===== config.mk =====
export PLATFORM = sky130hd
export DESIGN_NAME = sram_wp_guard
export DESIGN_NICKNAME = d
export VERILOG_FILES = /design/src/rtl/sram_wp_pkg.sv /design/src/rtl/wp_mask_reg.sv /design/src/rtl/wp_gate.sv /design/src/rtl/wp_err_ctrl.sv /design/src/rtl/sram_wp_guard.sv
export SDC_FILE = /design/constraint.sdc
export NUM_CORES = 1
export LEC_CHECK = 0
export BUFFER_PORTS_ARGS = -buffer_cell sky130_fd_sc_hd__clkbuf_2
export CORE_ASPECT_RATIO = 0.6
export CORE_MARGIN = 4
export CORE_UTILIZATION = 44
export CTS_CLUSTER_DIAMETER = 200
export DETAILED_ROUTE_END_ITERATION = 8
export HOLD_SLACK_MARGIN = 0.08
export PLACE_DENSITY = 0.79
export SETUP_SLACK_MARGIN = 0.3
export SLEW_MARGIN = 0
export SYNTH_ARGS = -nofsm -noshare
export SYNTH_HDL_FRONTEND = slang
export SYNTH_HIERARCHICAL = 1
export SYNTH_SLANG_ARGS = --single-unit

===== constraint.sdc =====
create_clock -name clk -period 1.95 [get_ports clk]
set_input_delay 0.2925 -clock clk [delete_from_list [all_inputs] [get_ports clk]]
set_output_delay 0.2925 -clock clk [all_outputs]
set_load 0.02 [all_outputs]

===== src/rtl/sram_wp_pkg.sv =====
package sram_wp_pkg;
  // configuration word selector
  typedef enum logic {
    CFG_MASK = 1'b0,
    CFG_STAT = 1'b1
  } cfg_sel_e;

  // status word bit positions
  localparam int unsigned STAT_ERR_BIT = 0;
  localparam int unsigned STAT_IEN_BIT = 1;
endpackage


===== src/rtl/wp_mask_reg.sv =====
module wp_mask_reg #(
  parameter int unsigned NUM_PAGES = 32
) (
  input  logic                 clk,
  input  logic                 rst_n,
  input  logic                 set_en,
  input  logic [NUM_PAGES-1:0] set_bits,
  output logic [NUM_PAGES-1:0] mask
);
  // bits can only be added; reset is the sole way down
  always_ff @(posedge clk or negedge rst_n) begin
    if (!rst_n)      mask <= '0;
    else if (set_en) mask <= mask | set_bits;
  end

  // no bit that was set may fall while out of reset
  assert_mask_sticky_R3: assert property (@(posedge clk) disable iff (!rst_n)
    1'b1 |=> ((mask & $past(mask)) == $past(mask)));

  // every requested bit is present after the write
  assert_mask_takes_set_R2: assert property (@(posedge clk) disable iff (!rst_n)
    set_en |=> ((mask & $past(set_bits)) == $past(set_bits)));
endmodule


===== src/rtl/wp_gate.sv =====
module wp_gate #(
  parameter int unsigned NUM_PAGES  = 32,
  parameter int unsigned PAGE_BYTES = 1024,
  parameter int unsigned STRB_W     = 4,
  localparam int unsigned OFS_W     = $clog2(PAGE_BYTES),
  localparam int unsigned PIDX_W    = $clog2(NUM_PAGES),
  localparam int unsigned ADDR_W    = OFS_W + PIDX_W
) (
  input  logic [NUM_PAGES-1:0] mask,
  input  logic                 mem_we,
  input  logic [ADDR_W-1:0]    mem_addr,
  input  logic [STRB_W-1:0]    mem_be,
  output logic                 gated_we,
  output logic [STRB_W-1:0]    gated_be,
  output logic                 blocked
);
  function automatic logic [PIDX_W-1:0] page_of(input logic [ADDR_W-1:0] a);
    return a[ADDR_W-1:OFS_W];
  endfunction

  logic [PIDX_W-1:0] page_idx;
  logic              page_locked;

  always_comb begin
    page_idx    = page_of(mem_addr);
    page_locked = mask[page_idx];
    blocked     = mem_we & page_locked;
    gated_we    = mem_we & ~blocked;
    gated_be    = blocked ? '0 : mem_be;
  end
endmodule


===== src/rtl/wp_err_ctrl.sv =====
module wp_err_ctrl (
  input  logic clk,
  input  logic rst_n,
  input  logic blocked,
  input  logic stat_wr,
  input  logic clr_req,
  input  logic ien_val,
  output logic err,
  output logic ien,
  output logic irq
);
  // a new block outranks a clear in the same cycle
  always_ff @(posedge clk or negedge rst_n) begin
    if (!rst_n) begin
      err <= 1'b0;
      ien <= 1'b0;
    end else begin
      if (blocked)                err <= 1'b1;
      else if (stat_wr && clr_req) err <= 1'b0;
      if (stat_wr)                ien <= ien_val;
    end
  end

  assign irq = err & ien;

  // a block is always recorded
  assert_err_after_block_R7: assert property (@(posedge clk) disable iff (!rst_n)
    blocked |=> err);
endmodule


===== src/rtl/sram_wp_guard.sv =====
module sram_wp_guard #(
  parameter int unsigned NUM_PAGES  = 32,
  parameter int unsigned PAGE_BYTES = 1024,
  parameter int unsigned STRB_W     = 4,
  parameter int unsigned CFG_W      = 32,
  localparam int unsigned ADDR_W    = $clog2(NUM_PAGES) + $clog2(PAGE_BYTES)
) (
  input  logic              clk,
  input  logic              rst_n,
  input  logic              cfg_write,
  input  logic              cfg_addr,
  input  logic [CFG_W-1:0]  cfg_wdata,
  output logic [CFG_W-1:0]  cfg_rdata,
  input  logic [ADDR_W-1:0] mem_addr,
  input  logic              mem_we,
  input  logic [STRB_W-1:0] mem_be,
  output logic              gated_we,
  output logic [STRB_W-1:0] gated_be,
  output logic              wr_blocked,
  output logic              wr_err,
  output logic              irq
);
  import sram_wp_pkg::*;

  logic [NUM_PAGES-1:0] mask;
  logic [CFG_W-1:0]     mask_word;
  logic [CFG_W-1:0]     stat_word;
  logic                 mask_wr;
  logic                 stat_wr;
  logic                 ien;

  assign mask_wr = cfg_write && (cfg_sel_e'(cfg_addr) == CFG_MASK);
  assign stat_wr = cfg_write && (cfg_sel_e'(cfg_addr) == CFG_STAT);

  wp_mask_reg #(.NUM_PAGES(NUM_PAGES)) u_mask (
    .clk      (clk),
    .rst_n    (rst_n),
    .set_en   (mask_wr),
    .set_bits (cfg_wdata[NUM_PAGES-1:0]),
    .mask     (mask)
  );

  wp_gate #(.NUM_PAGES(NUM_PAGES), .PAGE_BYTES(PAGE_BYTES), .STRB_W(STRB_W)) u_gate (
    .mask     (mask),
    .mem_we   (mem_we),
    .mem_addr (mem_addr),
    .mem_be   (mem_be),
    .gated_we (gated_we),
    .gated_be (gated_be),
    .blocked  (wr_blocked)
  );

  wp_err_ctrl u_err (
    .clk     (clk),
    .rst_n   (rst_n),
    .blocked (wr_blocked),
    .stat_wr (stat_wr),
    .clr_req (cfg_wdata[STAT_ERR_BIT]),
    .ien_val (cfg_wdata[STAT_IEN_BIT]),
    .err     (wr_err),
    .ien     (ien),
    .irq     (irq)
  );

  // pad the mask up to the register width when there are fewer pages
  generate
    if (NUM_PAGES < CFG_W) begin : g_pad
      assign mask_word = {{(CFG_W-NUM_PAGES){1'b0}}, mask};
    end else begin : g_full
      assign mask_word = mask;
    end
  endgenerate

  always_comb begin
    stat_word               = '0;
    stat_word[STAT_ERR_BIT] = wr_err;
    stat_word[STAT_IEN_BIT] = ien;
    cfg_rdata = (cfg_sel_e'(cfg_addr) == CFG_STAT) ? stat_word : mask_word;
  end

  // a blocked write must carry no strobe at all
  assert_block_kills_write_R4: assert property (@(posedge clk) disable iff (!rst_n)
    wr_blocked |-> (!gated_we && gated_be == '0));

  // an allowed write is forwarded untouched
  assert_unprot_pass_R5: assert property (@(posedge clk) disable iff (!rst_n)
    (mem_we && !wr_blocked) |-> (gated_we && gated_be == mem_be));

  // reads are never blocked
  assert_read_never_blocked_R6: assert property (@(posedge clk) disable iff (!rst_n)
    !mem_we |-> !wr_blocked);

  // the interrupt needs the error flag
  assert_irq_needs_err_R9: assert property (@(posedge clk) disable iff (!rst_n)
    irq |-> wr_err);
endmodule


==> impl_results.md <==
- Violated checks: negative setup slack
- Slew headroom: 16.36%
- Yosys warns: 6
- Starting DRT DRC Count: 62
- Synthesized area per cell: 11.03 µm²
- Fin. Hold Viols: 0
- Synthesized-area fraction occupied by adder cells: 0%
- Mux cell area share after synthesis: 11.13%
- CTS H-tree lvls: 2
- CTS root buf: clkbuf_8
- Outcome: finished with violations
- Vias: 1507
- Nets: 311
- CP max stage delay: 400 ps
- WL final: 4388 µm
- Pwr Density: 639.0 nW/µm²
- Period Utilization, post-route: 109.3%
- Largest family of logic cells by synthesized area: simple AND/OR/NAND/NOR gates
- Non-filler cells, final: 302
- Core Region: 3765 µm²
- # IOs: 96
- Compound-Gate Fraction of Synth Area: 17.97%
- Critical path startpoint category: flip-flop
- Final Max Slew Viols: 0
- Worst Hold Class: in -> async
- Simple-gate portion of the synthesized area: 18.18%
- Setup crit end kind: output pin
- Die H: 57.21 µm
- Port bufs: 85
- Cts bufs inserted: 5
- Overall routing resource usage: 17.99%
- CTS Buffer Depth: 2
- Rows: 17
- Post-synth EDFFs: 0
- Top-count cell post-synth: dfrtp_1
- Worst setup path category: reg -> out
- Vias in the first global route: 1570
- Placed cell count: 294
- Ys async rst share: 100.0%
- Finished Core Util: 63.48%
- Most used DFF post-synth: dfrtp_1
- Synth area leader: dfrtp_1
- Unrepaired setup endpoints after global routing: true
- Global-route wire length before repair: 7383 µm
- Die W: 90.01 µm
- DR WL/cell: 14.53 µm
- Gpl congestion: 0.7415
- Clock Sinks: 34
- Seq/Total Area, Yosys: 47.92%
- Vias per std cell: 4.990
- DR DRC count: 0
- Worst EP required: 1660 ps
- Final worst slack: -180.6 ps
- Synth cell types: 27
- First-pass detailed-route iteration total: 4
- Area contributors post-synth: dfrtp_1 (48%), a21o_1 (13%), nor2b_1 (11%)
- Mapped Nets: 217
- Slowest-stage cell, CP: dfrtp_1
- Grt ovf: 0
- Pin count of the biggest net entering global routing: 35
- Syn Inst Count: 161
- Max_cap viols: 0
- Ant diodes: 0
- Skew final: 3.339 ps
- CP top delay family: compound AO/OA/AOI/OAI gates
- Fmax achieved: 0.4694 GHz
- Mapped Area: 1775 µm²
- Top cells by count, synth: dfrtp_1 (34), a21o_1 (31), nor2b_1 (31)
- Peak fanout along the critical path: 5
- Initial Utilization: 47.16%
- Synth top area share: 47.92%
- Die area: 5149 µm²
- Post-synthesis xor/xnor area fraction: 0%
- TritonCTS clock tree: done
- Min Tclk post-route: 2131 ps
- DRT antenna net count: 0
- Share of cells above drive strength 1: 44.71%
- P&R area growth vs syn: 34.60%
- FF+latch count, synth: 34
- Antenna violations before repair: 0
- Critical Path AT: 1840 ps
- Peak supply drop: 323.0 µV
- Tightest Pin Transition: 1249 ps
- CP bufs+invs: 1
- Crit-path cells: mux2i_1 > a21oi_1 > and3_1 > a31o_1 > o21ai_2 > and2_2 > clkbuf_4
- Clock slew at reported path FFs: 70 ps
- Dpl hpwl: 3338 µm
- Worst skew pair latency: 280 ps
- P_leak: 1.123 nW
- Setup violations, final: 6
## final timing paths
kind / depth (start not counted) / slack (ps) / from / end
max in group asynchronous: 1 / 1330 / rst_n / u_mask/mask[22]$_DFFE_PN0P_
min reg2reg: 1 / 470 / u_mask/mask[10]$_DFFE_PN0P_ / u_mask/mask[10]$_DFFE_PN0P_
max: 7 / -180 / u_mask/mask[16]$_DFFE_PN0P_ / gated_be[2]
max reg2reg: 8 / 250 / u_mask/mask[16]$_DFFE_PN0P_ / u_err/err$_DFFE_PN0P_
min in group clk: 2 / 210 / cfg_wdata[24] / u_mask/mask[24]$_DFFE_PN0P_
min: 1 / 90 / rst_n / u_mask/mask[27]$_DFFE_PN0P_
## through the flow
stage | cell area (µm²) | power [mW] | setup slack [ps] | hold slack (ps) | TNS [ps]
5_1_grt | 2390 | 1.601 | -294.4 | 157.8 | -1498
3_3_place_gp | 2276 | 1.050 | -100.6 | 426.8 | -409.6
6_report | 2390 | 1.527 | -180.6 | 94.07 | -819.8
3_5_place_dp | 2276 | 1.054 | -116.7 | 435.4 | -485.4
4_1_cts | 2382 | 1.543 | -185.1 | 123.7 | -892.8
2_1_floorplan | 1795 | 0.9078 | 259.8 | -3.091 | 0
## where the power goes
group          leakage (nW)  switching (mW)  internal (mW)
clock                0.0383           0.230          0.245
sequential            0.302         0.00681          0.713
combinational         0.783           0.190          0.142
## final cells by class
cell class | instances | area, µm²
well taps | 47 | 58.81
repair buffers | 95 | 543.0
inverters | 2 | 7.507
multi-input cells | 117 | 853.3
flip-flops and latches | 34 | 850.8
clock buffers | 7 | 76.32
fillers | 325 | 1375
## what timing repair did
item | CTS | global route
endpoints found under the setup margin | 7 | 7
hold buffers | 0 | 0
cloned | 0 | 0
pin swaps | 1 | 0
gates resized for setup | 7 | 5
setup buffers | 1 | 0
## state kept, by name (all words and copies together) (netlist names)
name,cells
u_err/err,1
u_err/ien,1
u_mask/mask,32
## cells in the final DEF (no fill, tap or decap), types with 3 or more instances in the layout
| cell | synthesis | routed |
|---|---|---|
| a21o_1 | 31 | 31 |
| a21oi_1 | 4 | 4 |
| a22oi_1 | 3 | 3 |
| and2_2 | 1 | 4 |
| buf_4 | 1 | 9 |
| clkbuf_2 | 0 | 79 |
| clkbuf_4 | 0 | 3 |
| clkbuf_8 | 0 | 5 |
| dfrtp_1 | 34 | 34 |
| mux2i_1 | 16 | 16 |
| nand2_1 | 7 | 7 |
| nor2b_1 | 31 | 30 |
## routing by layer
layer	track usage, %	up-vias	routed length [µm]
li1	-	739	-
met1	25.00	703	2160
met2	25.37	58	1811
met3	7.115	7	358
met4	6.536	0	57
met5	0	-	0
## cell families after synthesis
kind of cell	count (synthesis)
mux	19
flops	34
compound gates	43
simple gates	55
buf+inv	10
Note: power is estimated with default switching activity, not from simulation.
